**config.mk**
```make
export PLATFORM = sky130hd
export DESIGN_NAME = wb_cache_ctrl
export DESIGN_NICKNAME = d
export VERILOG_FILES = /design/src/rtl/wbc_pkg.sv /design/src/rtl/wbc_tag_store.sv /design/src/rtl/wbc_data_store.sv /design/src/rtl/wbc_fsm.sv /design/src/rtl/wb_cache_ctrl.sv
export SDC_FILE = /design/constraint.sdc
export NUM_CORES = 1
export LEC_CHECK = 0
export ABC_AREA = 1
export BUFFER_PORTS_ARGS = -buffer_cell sky130_fd_sc_hd__buf_4
export CORE_MARGIN = 1.5
export CORE_UTILIZATION = 50
export DETAILED_ROUTE_END_ITERATION = 8
export GPL_TIMING_DRIVEN = 0
export PLACE_DENSITY = 0.67
export REMOVE_ABC_BUFFERS = 1
export SYNTH_ARGS = -nofsm -noshare
export SYNTH_HDL_FRONTEND = slang
export SYNTH_SLANG_ARGS = --single-unit
```
**constraint.sdc**
```tcl
create_clock -name clk -period 7 [get_ports clk]
set_clock_uncertainty 0.05 [all_clocks]
set_input_delay 0.35 -clock clk [delete_from_list [all_inputs] [get_ports clk]]
set_output_delay 0.35 -clock clk [all_outputs]
set_load 0.1 [all_outputs]
```
**src/rtl/wbc_pkg.sv**
```systemverilog
package wbc_pkg;

    typedef enum logic [2:0] {
        S_IDLE,
        S_COMPARE,
        S_WRITEBACK,
        S_FILL,
        S_RESPOND
    } ctl_state_t;

endpackage

```
**src/rtl/wbc_tag_store.sv**
```systemverilog
module wbc_tag_store #(
    parameter int LINES = 8,
    parameter int IDX_W = 3,
    parameter int TAG_W = 9
) (
    input  logic             clk,
    input  logic             rst,
    input  logic [IDX_W-1:0] idx,
    input  logic [TAG_W-1:0] look_tag,
    input  logic             install,
    input  logic             mark_dirty,
    output logic             line_valid,
    output logic             line_dirty,
    output logic [TAG_W-1:0] line_tag,
    output logic             hit
);

    logic [LINES-1:0] vld_q;
    logic [LINES-1:0] drt_q;
    logic [TAG_W-1:0] tag_q [LINES];

    always_ff @(posedge clk) begin
        if (rst) begin
            vld_q <= '0;
            drt_q <= '0;
        end else begin
            if (install) begin
                vld_q[idx] <= 1'b1;
                drt_q[idx] <= 1'b0;
                tag_q[idx] <= look_tag;
            end
            if (mark_dirty) begin
                drt_q[idx] <= 1'b1;
            end
        end
    end

    always_comb begin
        line_valid = vld_q[idx];
        line_dirty = drt_q[idx];
        line_tag   = tag_q[idx];
        hit        = line_valid && (line_tag == look_tag);
    end

    // only a present line may be marked modified
    p_dirty_on_valid_r5: assert property (@(posedge clk) disable iff (rst)
        mark_dirty |-> line_valid);

endmodule

```
**src/rtl/wbc_data_store.sv**
```systemverilog
module wbc_data_store #(
    parameter int LINES      = 8,
    parameter int LINE_WORDS = 4,
    parameter int WORD_W     = 32,
    parameter int IDX_W      = 3,
    parameter int BEAT_W     = 2
) (
    input  logic                  clk,
    input  logic [IDX_W-1:0]      idx,
    input  logic [BEAT_W-1:0]     word,
    input  logic                  wr_en,
    input  logic [WORD_W/8-1:0]   wr_be,
    input  logic [WORD_W-1:0]     wr_data,
    output logic [WORD_W-1:0]     rd_data
);

    localparam int DEPTH = LINES * LINE_WORDS;
    localparam int LANES = WORD_W / 8;

    logic [WORD_W-1:0]        words_q [DEPTH];
    logic [IDX_W+BEAT_W-1:0]  slot;

    assign slot    = {idx, word};
    assign rd_data = words_q[slot];

    always_ff @(posedge clk) begin
        if (wr_en) begin
            for (int b = 0; b < LANES; b++) begin
                if (wr_be[b]) begin
                    words_q[slot][b*8 +: 8] <= wr_data[b*8 +: 8];
                end
            end
        end
    end

endmodule

```
**src/rtl/wbc_fsm.sv**
```systemverilog
module wbc_fsm
    import wbc_pkg::*;
#(
    parameter int LINE_WORDS = 4,
    parameter int BEAT_W     = 2
) (
    input  logic              clk,
    input  logic              rst,
    input  logic              cpu_valid,
    input  logic              req_we,
    input  logic              hit,
    input  logic              victim_dirty,
    input  logic              mem_ack,
    output ctl_state_t        state,
    output logic [BEAT_W-1:0] beat,
    output logic              capture,
    output logic              cpu_ready,
    output logic              mem_req,
    output logic              mem_we,
    output logic              fill_wr,
    output logic              cpu_wr,
    output logic              install,
    output logic              mark_dirty
);

    localparam logic [BEAT_W-1:0] LAST_BEAT = BEAT_W'(LINE_WORDS - 1);

    ctl_state_t        nxt;
    logic [BEAT_W-1:0] beat_nxt;
    logic              beat_last;

    assign beat_last = (beat == LAST_BEAT);

    always_ff @(posedge clk) begin
        if (rst) begin
            state <= S_IDLE;
            beat  <= '0;
        end else begin
            state <= nxt;
            beat  <= beat_nxt;
        end
    end

    always_comb begin
        nxt      = state;
        beat_nxt = beat;
        unique case (state)
            S_IDLE: begin
                if (cpu_valid) nxt = S_COMPARE;
            end
            S_COMPARE: begin
                beat_nxt = '0;
                if (hit)               nxt = S_IDLE;
                else if (victim_dirty) nxt = S_WRITEBACK;
                else                   nxt = S_FILL;
            end
            S_WRITEBACK: begin
                if (mem_ack) begin
                    beat_nxt = beat_last ? '0 : beat + BEAT_W'(1);
                    if (beat_last) nxt = S_FILL;
                end
            end
            S_FILL: begin
                if (mem_ack) begin
                    beat_nxt = beat_last ? '0 : beat + BEAT_W'(1);
                    if (beat_last) nxt = S_RESPOND;
                end
            end
            S_RESPOND: begin
                nxt = S_IDLE;
            end
            default: nxt = S_IDLE;
        endcase
    end

    always_comb begin
        capture    = 1'b0;
        cpu_ready  = 1'b0;
        mem_req    = 1'b0;
        mem_we     = 1'b0;
        fill_wr    = 1'b0;
        cpu_wr     = 1'b0;
        install    = 1'b0;
        mark_dirty = 1'b0;
        unique case (state)
            S_IDLE: begin
                capture = cpu_valid;
            end
            S_COMPARE: begin
                cpu_ready  = hit;
                cpu_wr     = hit && req_we;
                mark_dirty = hit && req_we;
            end
            S_WRITEBACK: begin
                mem_req = 1'b1;
                mem_we  = 1'b1;
            end
            S_FILL: begin
                mem_req = 1'b1;
                fill_wr = mem_ack;
                install = mem_ack && beat_last;
            end
            S_RESPOND: begin
                cpu_ready  = 1'b1;
                cpu_wr     = req_we;
                mark_dirty = req_we;
            end
            default: ;
        endcase
    end

    // a response never overlaps a memory beat
    p_ready_no_mem_r9: assert property (@(posedge clk) disable iff (rst)
        cpu_ready |-> !mem_req);

    // the fill follows the write-back's last beat directly
    p_wb_then_fill_r7: assert property (@(posedge clk) disable iff (rst)
        (state == S_WRITEBACK && mem_ack && beat == LAST_BEAT) |=> (state == S_FILL));

    // a clean miss goes straight to the fill
    p_clean_skip_r8: assert property (@(posedge clk) disable iff (rst)
        (state == S_COMPARE && !hit && !victim_dirty) |=> (state == S_FILL));

endmodule

```
**src/rtl/wb_cache_ctrl.sv**
```systemverilog
module wb_cache_ctrl
    import wbc_pkg::*;
#(
    parameter int ADDR_W     = 16,
    parameter int WORD_W     = 32,
    parameter int LINE_WORDS = 4,
    parameter int LINES      = 8
) (
    input  logic                clk,
    input  logic                rst,
    input  logic                cpu_valid,
    input  logic                cpu_we,
    input  logic [ADDR_W-1:0]   cpu_addr,
    input  logic [WORD_W-1:0]   cpu_wdata,
    input  logic [WORD_W/8-1:0] cpu_be,
    output logic                cpu_ready,
    output logic [WORD_W-1:0]   cpu_rdata,
    output logic                mem_req,
    output logic                mem_we,
    output logic [ADDR_W-1:0]   mem_addr,
    output logic [WORD_W-1:0]   mem_wdata,
    input  logic                mem_ack,
    input  logic [WORD_W-1:0]   mem_rdata
);

    localparam int LANES  = WORD_W / 8;
    localparam int BOFF_W = $clog2(LANES);
    localparam int BEAT_W = $clog2(LINE_WORDS);
    localparam int IDX_W  = $clog2(LINES);
    localparam int TAG_W  = ADDR_W - BOFF_W - BEAT_W - IDX_W;

    // captured request
    logic              rq_we;
    logic [ADDR_W-1:0] rq_addr;
    logic [WORD_W-1:0] rq_wdata;
    logic [LANES-1:0]  rq_be;

    logic [TAG_W-1:0]  rq_tag;
    logic [IDX_W-1:0]  rq_idx;
    logic [BEAT_W-1:0] rq_word;

    assign rq_tag  = rq_addr[ADDR_W-1 -: TAG_W];
    assign rq_idx  = rq_addr[BOFF_W+BEAT_W +: IDX_W];
    assign rq_word = rq_addr[BOFF_W +: BEAT_W];

    ctl_state_t        state;
    logic [BEAT_W-1:0] beat;
    logic capture, fill_wr, cpu_wr, install, mark_dirty;
    logic line_valid, line_dirty, hit, victim_dirty;
    logic [TAG_W-1:0]  line_tag;

    logic              ds_we;
    logic [BEAT_W-1:0] ds_word;
    logic [LANES-1:0]  ds_be;
    logic [WORD_W-1:0] ds_wdata;
    logic [WORD_W-1:0] ds_rdata;

    always_ff @(posedge clk) begin
        if (rst) begin
            rq_we    <= 1'b0;
            rq_addr  <= '0;
            rq_wdata <= '0;
            rq_be    <= '0;
        end else if (capture) begin
            rq_we    <= cpu_we;
            rq_addr  <= cpu_addr;
            rq_wdata <= cpu_wdata;
            rq_be    <= cpu_be;
        end
    end

    assign victim_dirty = line_valid && line_dirty;

    wbc_fsm #(
        .LINE_WORDS (LINE_WORDS),
        .BEAT_W     (BEAT_W)
    ) u_fsm (
        .clk          (clk),
        .rst          (rst),
        .cpu_valid    (cpu_valid),
        .req_we       (rq_we),
        .hit          (hit),
        .victim_dirty (victim_dirty),
        .mem_ack      (mem_ack),
        .state        (state),
        .beat         (beat),
        .capture      (capture),
        .cpu_ready    (cpu_ready),
        .mem_req      (mem_req),
        .mem_we       (mem_we),
        .fill_wr      (fill_wr),
        .cpu_wr       (cpu_wr),
        .install      (install),
        .mark_dirty   (mark_dirty)
    );

    wbc_tag_store #(
        .LINES (LINES),
        .IDX_W (IDX_W),
        .TAG_W (TAG_W)
    ) u_tags (
        .clk        (clk),
        .rst        (rst),
        .idx        (rq_idx),
        .look_tag   (rq_tag),
        .install    (install),
        .mark_dirty (mark_dirty),
        .line_valid (line_valid),
        .line_dirty (line_dirty),
        .line_tag   (line_tag),
        .hit        (hit)
    );

    always_comb begin
        ds_we    = fill_wr || cpu_wr;
        ds_word  = (state == S_WRITEBACK || state == S_FILL) ? beat : rq_word;
        ds_be    = fill_wr ? {LANES{1'b1}} : rq_be;
        ds_wdata = fill_wr ? mem_rdata : rq_wdata;
    end

    wbc_data_store #(
        .LINES      (LINES),
        .LINE_WORDS (LINE_WORDS),
        .WORD_W     (WORD_W),
        .IDX_W      (IDX_W),
        .BEAT_W     (BEAT_W)
    ) u_data (
        .clk     (clk),
        .idx     (rq_idx),
        .word    (ds_word),
        .wr_en   (ds_we),
        .wr_be   (ds_be),
        .wr_data (ds_wdata),
        .rd_data (ds_rdata)
    );

    always_comb begin
        cpu_rdata = ds_rdata;
        mem_wdata = ds_rdata;
        if (state == S_WRITEBACK)
            mem_addr = {line_tag, rq_idx, beat, {BOFF_W{1'b0}}};
        else
            mem_addr = {rq_tag, rq_idx, beat, {BOFF_W{1'b0}}};
    end

    // an unacknowledged beat holds its address, direction and data
    p_beat_hold_r10: assert property (@(posedge clk) disable iff (rst)
        (mem_req && !mem_ack) |=> (mem_req && $stable(mem_addr) && $stable(mem_we) && $stable(mem_wdata)));

    // a hit in COMPARE answers at once and stays off the memory port
    p_hit_quiet_r3: assert property (@(posedge clk) disable iff (rst)
        (state == S_COMPARE && hit) |-> (cpu_ready && !mem_req));

    // after the fill the requested line is present
    p_respond_present_r4: assert property (@(posedge clk) disable iff (rst)
        (state == S_RESPOND) |-> hit);

    // a write hit leaves the line dirty
    p_write_dirty_r5: assert property (@(posedge clk) disable iff (rst)
        (state == S_COMPARE && hit && rq_we) |=> victim_dirty);

    // an allocating write leaves the line dirty
    p_alloc_dirty_r6: assert property (@(posedge clk) disable iff (rst)
        (state == S_RESPOND && rq_we) |=> victim_dirty);

endmodule

```
==> impl_metrics.json, run 1 <==
{
  "status": "complete, no violations",
  "grt_pass1_wl_um": 175000,
  "gp_congestion": 0.770,
  "rows": 110,
  "switchingPower_w": 0.00937,
  "postCtsSetupBuffers": 0,
  "worstPathCellList": "clkinv_1 -> nor3_2 -> buf_4 -> clkinv_1 -> a21oi_1 -> nor3_1 -> nand2_1 -> buf_4",
  "firstDrtPassIters": 6,
  "p_leak_nw": 18.2,
  "clkLatencyLatePin_ps": 680,
  "clkSlewWorstSetupHoldPaths_ps": 60,
  "cts_max_level": 3,
  "layout.nets": 3506,
  "critPathBufInv": 4,
  "drv_cap": 0,
  "cts_sinks": 1171,
  "yosysTopAreaCell": "edfxtp_1",
  "post_route_cells_drive_above_1_share": 0.133,
  "clkPwrFrac": 0.260,
  "syn_area_um2": 45300,
  "synth_top_area_frac": 0.727,
  "p_comb_frac": 0.379,
  "ys_seq_area_frac": 0.760,
  "synth_most_common_cell": "edfxtp_1",
  "antenna_found_initial": 1,
  "crit_required_ps": 6600,
  "synth_edf_count": 1096,
  "grtUsageTotal": 0.254,
  "ant_nets": 0,
  "syn_to_final_growth_pct": 16.4,
  "grt_start_max_net_pins": 76,
  "grt_overflow_total": 0,
  "fin_ws_ps": 1800,
  "synth_top_family_by_area": "compound AO/OA/AOI/OAI gates",
  "yosys.area_share.simple": 0.0838,
  "post-place-ws_ps": 2400,
  "start_util": 0.504,
  "fp.dieW_um": 304,
  "num-fill-cells": 6880,
  "synth_ff_type": "edfxtp_1",
  "tightestPinTransition_ps": 1380,
  "wirelength_um": 119000,
  "cts_buffers": 113,
  "finalMaxSlewViolations": 0,
  "critical_path.top_delay_family": "buffers and inverters",
  "num_vias": 28264,
  "fin_crit_sh": 0.743,
  "drt-initial-drc-count": 3095,
  "power.density_nw_per_um2": 443,
  "route.detailed.drc": 0,
  "async_reset_ff_frac": 0,
  "path_class": "reg2out",
  "yosys_warnings": 0,
  "port_buffers": 167,
  "fmax_ghz": 0.192,
  "final.min_clock_period_ps": 5200,
  "coreArea_um2": 89900,
  "die_area_um2": 92300,
  "grt_pass1_vias": 27183,
  "hold_viol_final": 0,
  "critPathMaxStageDelay_ps": 930,
  "setup_viol": 0,
  "p_int_w": 0.0139,
  "cp.arrival_ps": 4800,
  "start_kind": "flip-flop",
  "dieHeight_um": 304,
  "post_drt_wl_per_cell_um": 25.5,
  "vias_per_cell": 6.03,
  "cts-root-buf": "clkbuf_16",
  "syn_avg_cell_area_um2": 14.0,
  "cp_max_fo": 19,
  "top_level_ports": 172,
  "synth.distinct_cells": 34,
  "ff2ff_setup_slack_ps": 2370,
  "dp_hpwl_um": 73700,
  "vdd.ir_drop.worst_mv": 0.556,
  "p_seq_frac": 0.361,
  "hold_class": "in2reg",
  "cts_tree": "yes",
  "end_kind": "primary output",
  "crit_slowest_cell": "clkinv_1",
  "yosys-top-cells-area": "edfxtp_1, a22oi_1, nand2_1, dfxtp_1, a21oi_1",
  "swShare": 0.402,
  "synth_common_cells": "edfxtp_1, nand2_1, a22oi_1, nor2_1, a21oi_1",
  "diodes": 0,
  "clockBufferDepth": 3,
  "synthMuxAreaShare": 0,
  "synth_xor_xnor_area_share": 0,
  "synth_compound_area_frac": 0.117,
  "synth_fa_ha_area_frac": 0.000276,
  "synth-seq-cells": 1171,
  "synthCells": 3238,
  "grt_setup_unrepaired": "false",
  "dp.cells": 4425,
  "max_slew_margin": 0.0823,
  "fin_cells": 4685
}
==> cell usage in the layout, fill, tap and decap left out, types with 3 or more instances in the layout <==
master	n
a211oi_1	49
a21oi_1	150
a21oi_2	22
a21oi_4	10
a22oi_1	513
buf_12	36
buf_16	13
buf_4	168
buf_8	24
bufinv_16	13
clkbuf_1	26
clkbuf_16	114
clkinv_1	24
clkinv_2	23
clkinv_8	3
dfxtp_1	74
dlygate4sd3_1	52
edfxtp_1	1096
inv_1	109
inv_2	5
nand2_1	549
nand2_4	7
nand3_1	52
nand3_2	7
nand4_1	11
nor2_1	237
nor2_4	4
nor3_1	66
o21ai_0	22
o22ai_1	3
==> final timing paths <==
path	from	endpoint	cells past startpoint
max	rq_addr[5]$_SDFFE_PP0P_	mem_wdata[4]	8
min	cpu_addr[6]	flip-flop	3
max reg2reg	u_fsm.state[2]$_SDFFE_PP0P_	u_data.words_q[2][14]$_DFFE_PP_	13
min reg2reg	u_tags.vld_q[3]$_SDFFE_PP0P_	u_tags.vld_q[3]$_SDFFE_PP0P_	2
==> layout make-up <==
cell class / instances / area (um2) / area share
multi-input combinational: 1716 / 9380 / 0.178
clock inverter: 66 / 727 / 0.0138
sequential: 1171 / 34400 / 0.653
tap: 1176 / 1470 / 0.0279
inverter: 119 / 452 / 0.00858
timing repair buffer: 295 / 3240 / 0.0616
clock buffer: 142 / 2980 / 0.0565
==> state kept, by name, summed over array words and instances, names as in the netlist, named ones only <==
signal	cells
rq_wdata	32
u_fsm.beat	2
rq_we	1
u_tags.drt_q	8
u_tags.vld_q	8
u_fsm.state	3
u_tags.tag_q	72
rq_addr	14
rq_be	4
u_data.words_q	1024
==> layer usage <==
layer  part of all wire  wire length (um)  vias to the layer above  global-route usage
met2               0.47             56200                     1382               0.407
met4              0.037              4470                        0              0.0938
li1                   -                 -                    12496                   -
met3              0.087             10400                      226              0.0492
met1               0.40             48300                    14160               0.348
met5                  0                 0                        -                   0
==> repair_timing <==
action / CTS / global route
hold buffers: 51 / 1
resized for setup: 0 / 0
endpoints found under the hold margin: 51 / 1
==> per-stage QoR <==
stage,TNS (ps),util,hold slack [ps],power (W),instance area (um2)
6_report,0,0.586,47.0,0.0233,52700
5_1_grt,0,0.586,38.0,0.0241,52700
4_1_cts,0,0.586,2.74,0.0233,52700
3_5_place_dp,0,0.539,394,0.0173,48400
3_3_place_gp,-,0.520,392,0.0154,46700
2_1_floorplan,-2965310,-,369,0.0141,44000
==> power by group through the flow <==
stage | registers, W | clock network (W) | logic, W
after global routing | 0.00842 | 0.00638 | 0.00927
after global placement | 0.00865 | 0 | 0.00670
after CTS | 0.00841 | 0.00612 | 0.00880
after floorplan | 0.00859 | 0 | 0.00553
final | 0.00841 | 0.00607 | 0.00883
after detailed placement | 0.00856 | 0 | 0.00874
==> worst reg2reg max path: stages (launching register included) <==
cell     delay (ps)
dfxtp_1         360
inv_2           140
nand3_2         340
nand2_4         280
nand2_1         110
o21ai_2         150
inv_2           120
nor2_4          400
buf_12          270
buf_12          240
buf_12          230
buf_12          220
nand2_1         480
nor2_1          910
==> cell families (layout without fill, tap and decap cells) <==
logic type | Yosys count | in the layout
fa+ha+maj | 1 | 1
other cells | 1 | 2
buf+inv | 352 | 622
compound gates | 775 | 775
flops | 1171 | 1171
simple gates | 938 | 938
No activity file was read; power rests on OpenSTA's default activity.
==> run 2, diff against run 1 <==
- ABC_AREA: 1 -> 0
- PLACE_DENSITY: 0.67 -> 0.69
- clock period: 7 -> 4.6 ns (I/O delays scaled with it)
==> run 2 against run 1 <==
Area after synthesis increased by 0.94%. First-iteration DRC count down 12%. Flip-flop and latch count unchanged. Via count fell by 15%. Combinational power is 35% lower. Sequential power grew 45%. Highest routed layer is now met5.
==> impl_metrics.json, run 2 <==
{
  "status": "complete, no violations",
  "grt_start_max_net_pins": 101,
  "ys_seq_area_frac": 0.753,
  "dp_hpwl_um": 66400,
  "biggestRegsByFlops": "u_data.words_q: 1024 flops, u_tags.tag_q: 72 flops, rq_wdata: 32 flops",
  "post_route_cells_drive_above_1_share": 0.317,
  "tightestPinTransition_ps": 1300,
  "antenna_found_initial": 0,
  "grt_pass1_vias": 24004,
  "fin_cells": 3786,
  "setup_viol": 0,
  "grt_overflow_total": 0,
  "dp.cells": 3514,
  "drv_cap": 0,
  "dieHeight_um": 305,
  "yosys-top-cells-area": "edfxtp_1, mux4_2, dfxtp_1, a22oi_1, a21oi_1",
  "fin_crit_sh": 1.00,
  "post_drt_wl_per_cell_um": 29.6,
  "ant_nets": 0,
  "fmax_ghz": 0.217,
  "fp.dieW_um": 305,
  "path_class": "reg2reg",
  "grt_pass1_wl_um": 162000,
  "gp_congestion": 0.800,
  "clkSlewWorstSetupHoldPaths_ps": 60,
  "critPathMaxStageDelay_ps": 900,
  "power.density_nw_per_um2": 511,
  "fin_total_pwr_w": 0.0271,
  "worstPathCellList": "mux4_2 -> and2b_1 -> a21oi_1 -> xor2_1 -> and4_2 -> nand4_4 -> a21oi_2",
  "route.detailed.drc": 0,
  "holdWs_ps": 141,
  "synth-seq-cells": 1171,
  "cts_max_level": 3,
  "synth.distinct_cells": 48,
  "layout.nets": 2604,
  "cts-root-buf": "clkbuf_16",
  "firstDrtPassIters": 7,
  "mostFrequentLayoutCells": "edfxtp_1, mux4_2, buf_4",
  "hold_viol_final": 0,
  "crit_slowest_cell": "a21oi_2",
  "end_kind": "flip-flop",
  "cts_sinks": 1171,
  "syn_area_um2": 45700,
  "synth_edf_count": 1096,
  "max_slew_margin": 0.129,
  "die_area_um2": 93200,
  "finalMaxSlewViolations": 0,
  "rows": 110,
  "synth_top_area_frac": 0.720,
  "crit_required_ps": 4850,
  "clkLatencyLatePin_ps": 700,
  "clockBufferDepth": 3,
  "yosys_warnings": 0,
  "top_register": "u_data.words_q",
  "tns_ps": 0,
  "cp.arrival_ps": 4850,
  "vdd.ir_drop.worst_mv": 0.481,
  "synth_ff_type": "edfxtp_1",
  "diodes": 0,
  "grtUsageTotal": 0.239,
  "cts_tree": "yes",
  "p_leak_nw": 16.4,
  "synth_most_common_cell": "edfxtp_1",
  "yosysTopAreaCell": "edfxtp_1",
  "port_buffers": 167,
  "syn_avg_cell_area_um2": 19.6,
  "grt_setup_unrepaired": "true",
  "final.min_clock_period_ps": 4600,
  "largest_reg_flops": 1024,
  "cp_max_fo": 32,
  "synth_common_cells": "edfxtp_1, mux4_2, a21oi_1, nand2_1, a22oi_1",
  "async_reset_ff_frac": 0,
  "start_util": 0.506,
  "syn_to_final_growth_pct": 16.0,
  "coreArea_um2": 90300,
  "num_vias": 23886,
  "hold_class": "in2reg",
  "vias_per_cell": 6.31,
  "start_kind": "flip-flop",
  "synthCells": 2334,
  "drt-initial-drc-count": 2733,
  "mostFrequentLayoutCell": "edfxtp_1",
  "wirelength_um": 112000,
  "top_level_ports": 172,
  "cts_buffers": 112,
  "utilization": 0.587
}
[run 2: changes by cell type after synthesis, moves of 41 or more]
cell      before  now
a211oi_1      49    0
a22oi_1      513  131
buf_2         91   31
inv_1        109    6
mux2_2         0   41
mux4_2         0  265
nand2_1      549  156
nand3_1       57    7
nor2_1       239   29
nor3_1        67    1
[run 2: kinds of logic after synthesis]
logic type,synth area share
AOI/OAI and AO/OA,0.0495
xor gates and xnor gates,0.00134
adders and majority gates,0.000274
buffers and inverters,0.0220
DFF,0.753
muxes,0.146
other,0.0000821
and+or+nand+nor,0.0274
[run 2: final timing paths]
kind	startpoint	endpoint	slack [ps]	depth (start not counted)
setup / recovery	flip-flop	u_data.words_q[7][29]$_DFFE_PP_	1	7
hold / removal	rst	u_tags.vld_q[6]$_SDFFE_PP0P_	140	2
setup reg to reg	flip-flop	u_data.words_q[7][29]$_DFFE_PP_	1	7
hold reg to reg	rq_wdata[1]$_SDFFE_PP0P_	rq_wdata[1]$_SDFFE_PP0P_	410	2
[run 2: power breakdown]
part	switching, W	internal, W
Sequential	0.000139	0.0121
Clock	0.00393	0.00519
Combinational	0.00416	0.00156
Total	0.00823	0.0189
[run 2: per-stage QoR]
step | worst slack [ps] | cell area [um2]
after floorplan | -7300 | 44700
after global placement | -7740 | 47400
after detailed placement | -770 | 48000
after CTS | -196 | 52600
after global routing | -232 | 53000
final | 1.02 | 53000
[run 2: final cells by class]
class	instances	area (um2)
inverters	6	22.5
clock buffers	149	3020
repair buffers	250	2460
flip-flops and latches	1171	34400
fillers	6408	37300
well taps	1176	1470
clock inverters	61	637
multi-input cells	973	11000
[run 2: worst max-delay path: cells and delay by family (launching register included)]
kind             cells  cell delay (ps)
XOR/XNOR             1              170
multiplexers         1              580
flip-flops           1              790
AND/OR/NAND/NOR      3             1470
AO/OA/AOI/OAI        2             1110
[run 2: routing by layer]
metal / vias to the layer above / track usage / share of wire
met5: - / 0.00620 / 0.00076
met4: 2 / 0.0738 / 0.025
met3: 183 / 0.0559 / 0.095
met2: 1226 / 0.390 / 0.50
met1: 12537 / 0.322 / 0.38
li1: 9938 / - / -
[run 2: timing repair]
action / CTS / global route
gates cloned: 6 / 1
buffers inserted: 3 / 0
pin swaps: 1 / 2
hold buffers: 52 / 0
resized for setup: 49 / 98
setup endpoints to repair: 1089 / 1038
hold endpoints to repair: 58 / 0
